File: src/rtl/otp_prog_pkg.sv
package otp_prog_pkg;
   typedef enum logic [2:0] {
      PH_IDLE,
      PH_SETUP,
      PH_PULSE,
      PH_GAP,
      PH_HOLD,
      PH_RECOV
   } prog_phase_e;

   // code 3 is folded onto code 0 (both arrays)
   function automatic logic sel_normal(input logic [1:0] code);
      return code != 2'd2;
   endfunction

   function automatic logic sel_redund(input logic [1:0] code);
      return code != 2'd1;
   endfunction
endpackage

File: src/rtl/otp_us_timer.sv
module otp_us_timer #(
   parameter int TW = 8
) (
   input  logic          clk,
   input  logic          rst_n,
   input  logic          clr_i,
   input  logic          tick_i,
   input  logic [TW-1:0] lim_i,
   output logic          done_o
);
   logic [TW-1:0] cnt_q;

   assign done_o = tick_i && (cnt_q == lim_i);

   always_ff @(posedge clk or negedge rst_n) begin
      if (!rst_n)                cnt_q <= '0;
      else if (clr_i || done_o)  cnt_q <= '0;
      else if (tick_i)           cnt_q <= cnt_q + 1'b1;
   end
endmodule

File: src/rtl/otp_bit_finder.sv
module otp_bit_finder #(
   parameter int DW = 32,
   localparam int IW = $clog2(DW)
) (
   input  logic [DW-1:0] vec_i,
   output logic [DW-1:0] first_oh_o,
   output logic [IW-1:0] idx_o,
   output logic          any_o
);
   logic [DW:0] below;

   assign below[0] = 1'b0;
   for (genvar g = 0; g < DW; g++) begin : g_chain
      assign first_oh_o[g] = vec_i[g] & ~below[g];
      assign below[g+1]    = below[g] | vec_i[g];
   end
   assign any_o = below[DW];

   always_comb begin
      idx_o = '0;
      for (int i = 0; i < DW; i++)
         if (first_oh_o[i]) idx_o = idx_o | IW'(i);
   end
endmodule

File: src/rtl/otp_req_buffer.sv
module otp_req_buffer #(
   parameter int DW = 32,
   parameter int AW = 13
) (
   input  logic          clk,
   input  logic          rst_n,
   input  logic          wr_data_i,
   input  logic [DW-1:0] data_i,
   input  logic          wr_addr_i,
   input  logic [AW-1:0] addr_i,
   input  logic          mode_i,
   input  logic          done_i,
   output logic [DW-1:0] data_o,
   output logic [AW-1:0] addr_o,
   output logic          empty_o,
   output logic          launch_o
);
   logic [DW-1:0] data_q;
   logic [AW-1:0] addr_q;
   logic          empty_q;

   assign launch_o = wr_addr_i && empty_q && mode_i;

   always_ff @(posedge clk or negedge rst_n) begin
      if (!rst_n) begin
         data_q  <= '0;
         addr_q  <= '0;
         empty_q <= 1'b1;
      end else begin
         if (wr_data_i && empty_q) data_q <= data_i;
         if (wr_addr_i && empty_q) addr_q <= addr_i;
         if (launch_o)             empty_q <= 1'b0;
         else if (done_i)          empty_q <= 1'b1;
      end
   end

   assign data_o  = data_q;
   assign addr_o  = addr_q;
   assign empty_o = empty_q;

   // a full buffer ignores writes
   p_full_holds_r2: assert property (@(posedge clk) disable iff (!rst_n)
      !empty_q |=> ($stable(data_q) && $stable(addr_q)));
endmodule

File: src/rtl/otp_word_prog.sv
module otp_word_prog
   import otp_prog_pkg::*;
#(
   parameter int DW = 32,
   parameter int AW = 13,
   parameter int TW = 8,
   localparam int IW = $clog2(DW)
) (
   input  logic          clk,
   input  logic          rst_n,
   input  logic          prog_mode_i,
   input  logic          wr_data_i,
   input  logic [DW-1:0] data_i,
   input  logic          wr_addr_i,
   input  logic [AW-1:0] addr_i,
   input  logic [1:0]    arr_sel_i,
   input  logic          tick_us_i,
   input  logic [TW-1:0] t_setup_i,
   input  logic [TW-1:0] t_pulse_i,
   input  logic [TW-1:0] t_gap_i,
   input  logic [TW-1:0] t_hold_i,
   input  logic [TW-1:0] t_recov_i,
   output logic          buf_empty_o,
   output logic          prog_idle_o,
   output logic [DW-1:0] buf_data_o,
   output logic [AW-1:0] buf_addr_o,
   output logic [AW-1:0] mac_addr_o,
   output logic [IW-1:0] mac_bit_o,
   output logic          mac_strobe_o,
   output logic          mac_pgm_en_o,
   output logic          mac_sel_norm_o,
   output logic          mac_sel_red_o
);
   if (DW < 2) begin : g_bad_dw
      $error("DW must be at least 2");
   end
   if (TW < 7) begin : g_bad_tw
      $error("TW must hold a 100 us interval");
   end
   if (AW < 1) begin : g_bad_aw
      $error("AW must be positive");
   end

   prog_phase_e   phase_q;
   logic [DW-1:0] remain_q;
   logic [IW-1:0] bit_q;
   logic [1:0]    sel_q;
   logic          launch, seq_done, ph_done;
   logic [TW-1:0] lim;
   logic [DW-1:0] scan_vec, first_oh;
   logic [IW-1:0] first_idx;
   logic          scan_any;

   otp_req_buffer #(.DW(DW), .AW(AW)) u_buf (
      .clk(clk), .rst_n(rst_n),
      .wr_data_i(wr_data_i), .data_i(data_i),
      .wr_addr_i(wr_addr_i), .addr_i(addr_i),
      .mode_i(prog_mode_i), .done_i(seq_done),
      .data_o(buf_data_o), .addr_o(buf_addr_o),
      .empty_o(buf_empty_o), .launch_o(launch)
   );

   always_comb begin
      unique case (phase_q)
         PH_SETUP: lim = t_setup_i;
         PH_PULSE: lim = t_pulse_i;
         PH_GAP:   lim = t_gap_i;
         PH_HOLD:  lim = t_hold_i;
         PH_RECOV: lim = t_recov_i;
         default:  lim = '0;
      endcase
   end

   otp_us_timer #(.TW(TW)) u_tmr (
      .clk(clk), .rst_n(rst_n), .clr_i(launch),
      .tick_i(tick_us_i), .lim_i(lim), .done_o(ph_done)
   );

   // the first scan uses the stored word, later scans use the leftover bits
   assign scan_vec = (phase_q == PH_SETUP) ? buf_data_o : remain_q;

   otp_bit_finder #(.DW(DW)) u_find (
      .vec_i(scan_vec), .first_oh_o(first_oh),
      .idx_o(first_idx), .any_o(scan_any)
   );

   assign seq_done = (phase_q == PH_RECOV) && ph_done;

   always_ff @(posedge clk or negedge rst_n) begin
      if (!rst_n) begin
         phase_q  <= PH_IDLE;
         remain_q <= '0;
         bit_q    <= '0;
         sel_q    <= '0;
      end else begin
         unique case (phase_q)
            PH_IDLE: if (launch) begin
               phase_q <= PH_SETUP;
               sel_q   <= arr_sel_i;
            end
            PH_SETUP, PH_GAP: if (ph_done) begin
               if (scan_any) begin
                  phase_q  <= PH_PULSE;
                  bit_q    <= first_idx;
                  remain_q <= scan_vec & ~first_oh;
               end else begin
                  phase_q  <= PH_HOLD;
               end
            end
            PH_PULSE: if (ph_done) phase_q <= (remain_q != '0) ? PH_GAP : PH_HOLD;
            PH_HOLD:  if (ph_done) phase_q <= PH_RECOV;
            PH_RECOV: if (ph_done) phase_q <= PH_IDLE;
            default:  phase_q <= PH_IDLE;
         endcase
      end
   end

   assign prog_idle_o    = (phase_q == PH_IDLE);
   assign mac_strobe_o   = (phase_q == PH_PULSE);
   assign mac_pgm_en_o   = (phase_q == PH_SETUP) || (phase_q == PH_PULSE) ||
                           (phase_q == PH_GAP)   || (phase_q == PH_HOLD);
   assign mac_bit_o      = bit_q;
   assign mac_addr_o     = buf_addr_o;
   assign mac_sel_norm_o = mac_pgm_en_o && sel_normal(sel_q);
   assign mac_sel_red_o  = mac_pgm_en_o && sel_redund(sel_q);

   // an accepted launch raises enable and clears both flags next cycle
   p_launch_r3: assert property (@(posedge clk) disable iff (!rst_n)
      (wr_addr_i && buf_empty_o && prog_mode_i) |=>
      (mac_pgm_en_o && !prog_idle_o && !buf_empty_o));
   // a strobe only occurs under enable, and only on a bit that is 1
   p_strobe_en_r5: assert property (@(posedge clk) disable iff (!rst_n)
      mac_strobe_o |-> mac_pgm_en_o);
   p_bit_set_r5: assert property (@(posedge clk) disable iff (!rst_n)
      mac_strobe_o |-> buf_data_o[mac_bit_o]);
   // some array is always selected while programming
   p_sel_any_r9: assert property (@(posedge clk) disable iff (!rst_n)
      mac_pgm_en_o |-> (mac_sel_norm_o || mac_sel_red_o));
   // the address holds throughout a request
   p_addr_hold_r11: assert property (@(posedge clk) disable iff (!rst_n)
      (!prog_idle_o && $past(!prog_idle_o)) |-> $stable(mac_addr_o));
endmodule

File: config.mk
export PLATFORM = sky130hd
export DESIGN_NAME = otp_word_prog
export DESIGN_NICKNAME = d
export VERILOG_FILES = /design/src/rtl/otp_prog_pkg.sv /design/src/rtl/otp_us_timer.sv /design/src/rtl/otp_bit_finder.sv /design/src/rtl/otp_req_buffer.sv /design/src/rtl/otp_word_prog.sv
export SDC_FILE = /design/constraint.sdc
export NUM_CORES = 1
export LEC_CHECK = 0
export CAP_MARGIN = 30
export CORE_UTILIZATION = 45
export CTS_BUF_LIST = sky130_fd_sc_hd__clkbuf_8
export DETAILED_ROUTE_END_ITERATION = 10
export DONT_BUFFER_PORTS = 1
export PLACE_DENSITY_LB_ADDON = 0.05
export SYNTH_ARGS = -nofsm -noshare
export SYNTH_HDL_FRONTEND = slang
export SYNTH_SLANG_ARGS = --single-unit
File: constraint.sdc
create_clock -name clk -period 3.25 [get_ports clk]
set_clock_uncertainty 0.1 [all_clocks]
set_input_delay 0.4875 -clock clk [delete_from_list [all_inputs] [get_ports clk]]
set_output_delay 0.4875 -clock clk [all_outputs]
set_load 0.02 [all_outputs]
# Word level (Yosys, flattened, before mapping)
# Cells that the tools add are included.
dict set report word_totals {
  output_inout_bits 69
  in_bits 93
  reg_bits 96
}
dict set report classes {
  addsub 1
  muxes 66
  eq_ne 14
  reduce_logical 19
  n_bitwise 95
}
# cell count
set ops {}
lappend ops {{$mux W32} 6}
lappend ops {{$mux W5} 21}
lappend ops {{$mux W3} 18}
lappend ops {{$pmux W8 S5} 1}
lappend ops {{$and A32 B32 Y32} 1}
lappend ops {{$mux W4} 8}
lappend ops {{$not A32 Y32} 1}
lappend ops {{$reduce_bool A32 Y1} 1}
lappend ops {{$and A1 B1 Y1} 31}
lappend ops {{$not A1 Y1} 31}
lappend ops {{$or A1 B1 Y1} 31}
lappend ops {{$mux W8} 3}
lappend ops {{$pmux W3 S5} 1}
lappend ops {{$ne A2 B2 Y1 const B} 5}
lappend ops {{$add A8 B1 Y8 const B} 1}
lappend ops {{$eq A8 B8 Y1} 1}
lappend ops {{$mux W2} 4}
lappend ops {{$logic_and A1 B1 Y1} 7}
lappend ops {{$eq A3 B2 Y1 const B} 2}
lappend ops {{$eq A3 B3 Y1 const B} 2}
lappend ops {{$ne A2 B1 Y1 const B} 3}
lappend ops {{$reduce_and A5 Y1} 1}
lappend ops {{$logic_or A1 B1 Y1} 4}
lappend ops {{$mux W1} 4}
lappend ops {{other kinds (6)} 7}

# Longest topological paths before layout
# Gate-level depths: netlist of run 1.
dict set report logic_depth {
  ltp_word 41
  depth_mapped 12
  ltp_nobuf 7
}

# By module
# A second synthesis of run 1 with hierarchy kept.
dict set report hier_totals {
  cells_unflattened 516
  area_unflattened_um2 5846.9
}
# module cells_each instances area_per_inst_um2 seq_area_each_um2
set by_module_without_submodules {}
lappend by_module_without_submodules {otp_word_prog 252 1 2750.1 1051.0}
lappend by_module_without_submodules {otp_req_buffer 100 1 1843.0 1152.4}
lappend by_module_without_submodules {otp_bit_finder 116 1 758.2 0.0}
lappend by_module_without_submodules {otp_us_timer 48 1 495.5 200.2}

# Worst setup path after synthesis of run 1
# OpenSTA, ideal clock, no wires.
dict set report synth_path {
  path_type {register to register}
  startpoint {reg phase_q[1]}
  endpoint {reg remain_q[22]}
  t_required_ns 3.055
  period_less_slack_ns 2.975
  stages_incl_launch_ff 12
  setup_ns 0.095
  arrival_time_ns 2.779
  slack_ns 0.275
  path_cell_list {dfrtp_1 > buf_6 > buf_6 > mux2i_1 > mux4_2 > xnor2_1 > a2111o_1 > or4b_1 > buf_2 > or2_0 > buf_2 > o31ai_1}
}
dict set report synth_via {
  elab_chain_cells 35
}
# item line
set synth_rtl {}
lappend synth_rtl {{start, declared} otp_word_prog.sv:44} ;# prog_phase_e phase_q;
lappend synth_rtl {{start signal, assigned} otp_word_prog.sv:110} ;# PH_PULSE: if (ph_done) phase_q <= (remain_q != '0) ? PH_GAP : PH_HOLD;
lappend synth_rtl {{$eq A3 B1 Y1} {otp_word_prog.sv:64, otp_word_prog.sv:80, otp_word_prog.sv:96}}
lappend synth_rtl {{$mux W32} otp_word_prog.sv:80} ;# assign scan_vec = (phase_q == PH_SETUP) ? buf_data_o : remain_q;
lappend synth_rtl {{$or A1 B1 Y1 (31 in series)} otp_bit_finder.sv:15} ;# assign below[g+1] = below[g] | vec_i[g];
lappend synth_rtl {{$ne A2 B2 Y1 (no source line)} -}
lappend synth_rtl {{$reduce_and A3 Y1 (no source line)} -}
lappend synth_rtl {{end signal, assigned} otp_word_prog.sv:105} ;# remain_q <= scan_vec & ~first_oh;
lappend synth_rtl {{end, declared} otp_word_prog.sv:45} ;# logic [DW-1:0] remain_q;
# Several ways; a longest one is shown, not always the timed one. The select of a mux whose other input is x is not followed.
# A chain may end at the register's enable or synchronous reset.

# Final worst setup path of run 1
# Ends and elaborated chain as after synthesis.

==> out/metrics.cfg, run 1 <==
[run_status]
status=complete, no violations

[placement]
hpwl_mm=12.3
gp_congestion=0.920
pre_cts_ws_ps=3.42
placedCellCount=841
io_buffers=0

[yosys]
ys.flop_type=dfrtp_1
synthArstFlopShare_pct=100
synth.most_common_cell=dfrtp_1
yosysUniqueCellTypes=60
post-synth-top-area-cell=dfrtp_1
synth_cells=648
yosysTopAreaCellShare_pct=39.9
syn_area_sq_mm=0.00589
synth_edf_count=0
syn_nets=742
yosys_register_bits=95
yosysSeqAreaShare_pct=40.4
synth_commonest_cells=dfrtp_1, o21ai_0, mux2_2, nand2_1, nor2_1
syn_avg_cell_area_sq_um=9.09
synth.area.top_cells=dfrtp_1, mux2_2, o21ai_0, nand2_1, nor2_1
yosys_warnings=0

[critical_path]
cp.required_ps=3440
r2r_start=phase_q[1]$_DFFE_PN0P_
cp-startpoint=phase_q[1]$_DFFE_PN0P_
crit_arrival_ps=3310
critPathLaunchType=register
critPathMaxFanout=16
worstSetupPathType=register to register
critPathCaptureType=register

[final_layout]
final_cells=861
fin_nets=778
syn_to_final_growth_pct=13.8
n_fill_cell=1204
drive_above_1_share_pct=23.8
fin_util_pct=52.9
antenna_cells=0

[die]
core_area_sq_mm=0.0127
placementRows=41
fp.dieW_microns=116
fp.dieArea_sq_mm=0.0136
initial_core_util_pct=46.5
ios=162
die_y_microns=116

[clock_tree]
root_buffer=clkbuf_8
tritoncts=done
clk_pin_slew_ps=100
clockBufferDepth=2
cts_buffers=9
clk-insertion-delay-late_ps=380
clock-sinks=95
htreeDepth=3

[route]
drtIter0Drc=414
ant_nets=0
vias_per_cell=5.99
routedWlPerCell_microns=19.4
drc=0
vias=5155
drtPass1Iterations=4
wirelength_mm=16.7

[global_routing]
grt_overflow=0
grt_pass1_wl_mm=26.0
track_usage_pct=25.2
grt_pass1_vias=4991
grt_max_degree=96
antenna_found_initial=0

[sta]
rsz0062_at_grt=no
finalCritPeriodShare_pct=96.1
setup_violations=0
worst_slack_ps=125
relSlewSlack_pct=54.7
fin_setup_tns_ps=0
report.final.slew_viol_count=0
hold_ws_ps=147
clock.fmax_ghz=0.320
period_needed_ps=3120
hold_viol=0
worst_pin_slew_ps=672

[power_and_ir_drop]
pwr_density_cell_mw_per_mm2=358
p_int_uw=1720
sw_frac_of_total_pct=28.5
seq_power_share_pct=52.3
pwr-share-comb_pct=13.2
p_sw_uw=684
ir_drop_mv=0.290
p_leak_uw=0.00307
pwr-share-clk_pct=34.5

[hold_path]
holdCritPathClass=input pin to register
min_from=data_i[13]

[flow_run]
cap_violations=0

## cells by family after synthesis
group	share of synthesized area, %
XOR/XNOR	1.64
AO/OA/AOI/OAI	18.8
multiplexers	14.2
adder cells (fa/ha/maj)	0.212
AND/OR/NAND/NOR	19.4
flip-flops	40.4
buffers and inverters	5.44
## state kept, by name, indices dropped and copies added, names as in the netlist
register / cells
u_tmr.cnt_q: 8
u_buf.data_o: 32
phase_q: 3
u_buf.addr_o: 13
u_buf.empty_o: 1
remain_q: 31
sel_q: 2
mac_bit_o: 5
## placed cells by master (no fill, tap or decap), types with 4 or more instances in the layout
cell	n
dfrtp_1	92
o21ai_0	75
buf_4	70
nand2_1	55
mux2_2	55
nor2_1	47
a21oi_1	29
nor3_1	27
mux2i_1	16
inv_1	15
nand2b_1	11
nand3_1	11
a211oi_1	9
nand3b_1	9
nor4_1	9
clkbuf_8	9
nand4_1	8
o31ai_1	8
and2_1	7
xnor2_1	7
o211ai_1	7
and3_1	6
o21a_1	5
a21o_1	5
or4_1	5
or3_1	5
a31oi_1	5
nor2b_1	4
a211o_1	4
o22ai_1	4
o21bai_1	4
or2_2	4
xor2_1	4
nor3b_1	4
## per-stage QoR
| step | power [uW] | area, sq um |
|---|---|---|
| 2_1_floorplan | 1470 | 5890 |
| 6_report | 2400 | 6700 |
| 3_5_place_dp | 1560 | 6420 |
| 3_3_place_gp | 1560 | 6420 |
| 4_1_cts | 2430 | 6670 |
| 5_1_grt | 2520 | 6700 |
## final timing paths
check	endpoint	slack [ps]	depth (start not counted)
max in group asynchronous	remain_q[7]$_DFFE_PN0P_	2060	2
min reg2reg	sel_q[0]$_DFFE_PN0P_	430	1
min in group asynchronous	u_tmr.cnt_q[5]$_DFFE_PN0P_	560	2
max	remain_q[22]$_DFFE_PN0P_	130	9
min	u_buf.data_o[13]$_DFFE_PN0P_	150	1
max reg2reg	remain_q[22]$_DFFE_PN0P_	130	9
## final cells by class
cell class / instances / area [sq um] / share of cell area (%)
clock buffers: 9 / 124 / 1.85
multi-input cells: 488 / 3220 / 48.1
repair buffers: 75 / 623 / 9.29
clock inverters: 7 / 81.3 / 1.21
well taps: 172 / 215 / 3.21
inverters: 15 / 56.3 / 0.840
flip-flops and latches: 95 / 2380 / 35.5
## power groups by stage
stage          combinational, uW  clock (uW)  sequential, uW
2_1_floorplan                200           0            1270
3_3_place_gp                 282           0            1280
3_5_place_dp                 285           0            1280
4_1_cts                      315         860            1260
5_1_grt                      353         907            1260
6_report                     316         830            1260
## what timing repair did
action	4_1_cts	5_1_grt
hold buffers	2	0
buffers inserted	0	2
resized for setup	1	7
setup endpoints to repair	4	16
hold endpoints to repair	95	0
pin swaps	0	1
## routing by layer
metal / share of wire (%) / up-vias / GRT usage [%]
li1: - / 2440 / -
met1: 45 / 2482 / 33.6
met3: 7.3 / 20 / 5.24
met5: 0 / - / 0
met2: 46 / 213 / 40.7
met4: 1.6 / 0 / 8.80
## critical path: stages, from the launching register on
cell      delay, ps
dfrtp_2         460
buf_12          160
nand2b_1        140
mux4_2          480
xnor2_1         140
a2111o_1        330
or4b_4          570
or2_0           240
buf_4           160
o31ai_1         250
Power figures use the tool's default switching activity.
==> run 2, diff against run 1 <==
==> constraint.sdc (replaced) <==
create_clock -name clk -period 3.25 [get_ports clk]
set_clock_uncertainty 0.1 [all_clocks]
set_input_delay 0.65 -clock clk [delete_from_list [all_inputs] [get_ports clk]]
set_output_delay 0.65 -clock clk [all_outputs]
set_load 0.02 [all_outputs]
==> out/metrics.cfg, run 2 (synthesis results as in run 1) <==
[run_status]
status=complete, no violations

[power_and_ir_drop]
pwr-share-comb_pct=13.0  ; -0.2 points
p_int_uw=1760  ; +2.2%
pwr-share-clk_pct=35.3  ; +0.8 points
ir_drop_mv=0.246  ; -15%
seq_power_share_pct=51.7  ; -0.6 points
p_sw_uw=678  ; -0.88%
pwr_density_cell_mw_per_mm2=363  ; +1.4%
sw_frac_of_total_pct=27.9  ; -0.63 points
p_leak_uw=0.00308  ; +0.44%

[critical_path]
r2r_slack_ps=110  ; about the same
crit_arrival_ps=3330  ; +20 ps
critPathLaunchType=register
cp.required_ps=3450  ; about the same
crit_path_top_delay_cell=or4b_1
worstSetupPathType=register to register
crit_chain=buf_12 > nand2b_1 > mux4_2 > xnor2_1 > a2111o_1 > or4b_1 > or2_1 > o31ai_1
cpPeakStageDelay_ps=590  ; +20 ps
critPathMaxFanout=16  ; unchanged
critPathCaptureType=register

[final_layout]
mostFrequentLayoutCells=dfrtp_1, o21ai_0, buf_4
syn_to_final_growth_pct=13.7  ; about the same
drive_above_1_share_pct=23.7  ; -0.15 points
stdcell_area_sq_mm=0.00670  ; about the same
layout_commonest_cell=dfrtp_1
fin_nets=778  ; unchanged
largest_reg_flops=32  ; unchanged
antenna_cells=0  ; unchanged

[placement]
io_buffers=0  ; unchanged
placed_area_sq_mm=0.00641  ; about the same
gp_congestion=0.904  ; -1.8%
hpwl_mm=12.1  ; -1.3%

[sta]
worst_pin_slew_ps=576  ; -95.1 ps
rsz0062_at_grt=yes
report.final.slew_viol_count=0  ; unchanged
setup_violations=0  ; unchanged
period_needed_ps=3140  ; +13.7 ps
relSlewSlack_pct=61.2  ; +6.5 points
fin_setup_tns_ps=0  ; unchanged
clock.fmax_ghz=0.319  ; -0.44%
finalCritPeriodShare_pct=96.6  ; +0.42 points
hold_viol=0  ; unchanged

[global_routing]
grt_max_degree=96  ; unchanged
grt_pass1_vias=4986  ; -0.10%
antenna_found_initial=0  ; unchanged
grt_overflow=0  ; unchanged
grt_pass1_wl_mm=26.1  ; +0.48%
track_usage_pct=25.4  ; +0.12 points

[clock_tree]
htreeDepth=3  ; unchanged
clock-sinks=95  ; unchanged
clk-insertion-delay-late_ps=390  ; about the same
root_buffer=clkbuf_8
clk_pin_slew_ps=90  ; about the same
cts_buffers=9  ; unchanged
tritoncts=done
clockBufferDepth=2  ; unchanged

[route]
drtIter0Drc=353  ; -15%
wirelength_mm=16.7  ; +0.43%
routedWlPerCell_microns=19.4  ; +0.43%
drtPass1Iterations=5  ; +1
ant_nets=0  ; unchanged
vias=5169  ; +0.27%
vias_per_cell=6.00  ; +0.27%
drc=0  ; unchanged

[die]
core_area_sq_mm=0.0127  ; unchanged
fp.dieW_microns=116  ; unchanged
fp.dieArea_sq_mm=0.0136  ; unchanged
die_y_microns=116  ; unchanged
placementRows=41  ; unchanged
ios=162  ; unchanged
initial_core_util_pct=46.5  ; unchanged

[hold_path]
holdCritPathClass=input pin to async pin

[flow_run]
cap_violations=0  ; unchanged

[run 2: changes by cell type in the layout (fill, tap and decap cells not counted), sizes merged]
cell         before  now
clkinv            4    1
buf              74   75
dlygate4sd3       1    0
inv              17   18
clkbuf            9   11
[run 2: area by class of cell]
type	instances	area, sq um
fillers	1215	5970
multi-input cells	488	3220
clock buffers	11	151
inverters	15	56.3
well taps	172	215
repair buffers	75	612
clock inverters	5	61.3
flip-flops and latches	95	2380
[run 2: power by group through the flow]
stage | Sequential [uW] | Clock, uW | Combinational, uW
finish | 1260 | 860 | 315
global route | 1270 | 937 | 353
CTS | 1260 | 885 | 317
detailed placement | 1280 | 0 | 287
global placement | 1280 | 0 | 281
floorplan | 1270 | 0 | 200
[run 2: timing repair]
action	in CTS	in global routing
setup buffers	0	2
hold buffers	1	0
pin swaps	0	1
resized for setup	2	7
hold endpoints to repair	95	0
setup endpoints to repair	11	26
[run 2: layer usage]
| layer | wire length (microns) | up-vias | share of wire, % | track usage, % |
|---|---|---|---|---|
| met3 | 1070 | 31 | 6.4 | 5.50 |
| met4 | 387 | 0 | 2.3 | 10.3 |
| li1 | - | 2431 | - | - |
| met1 | 7620 | 2504 | 46 | 34.1 |
| met2 | 7670 | 203 | 46 | 39.6 |
| met5 | 0 | - | 0 | 0 |
[run 2: worst paths after layout]
path | from | end | depth (start not counted)
hold / removal | rst_n | u_tmr.cnt_q[3]$_DFFE_PN0P_ | 1
setup reg to reg | phase_q[1]$_DFFE_PN0P_ | remain_q[28]$_DFFE_PN0P_ | 8
hold reg to reg | sel_q[0]$_DFFE_PN0P_ | sel_q[0]$_DFFE_PN0P_ | 1
setup / recovery | phase_q[1]$_DFFE_PN0P_ | remain_q[28]$_DFFE_PN0P_ | 8
max in group asynchronous | rst_n | u_buf.empty_o$_DFFE_PN1P_ | 1
min in group clk | data_i[14] | u_buf.data_o[14]$_DFFE_PN0P_ | 1
[run 2: critical path: cells and delay by family (launching register included)]
kind / cells / cell delay, ps
AND/OR/NAND/NOR: 3 / 1090
multiplexers: 1 / 480
flip-flops: 1 / 460
XOR/XNOR: 1 / 140
AO/OA/AOI/OAI: 2 / 600
buffers and inverters: 1 / 170
[run 2: through the flow]
step | setup WS [ps] | power (uW) | util (%) | hold slack (ps) | instances
CTS | 27.9 | 2460 | 52.6 | 86.9 | 859
finish | 112 | 2430 | 52.9 | 85.6 | 861
global placement | -157 | 1560 | 50.6 | 257 | 842
floorplan | 194 | 1470 | - | 254 | 648
detailed placement | -112 | 1570 | 50.6 | 257 | 842
global route | -16.4 | 2560 | 52.9 | 103 | 861
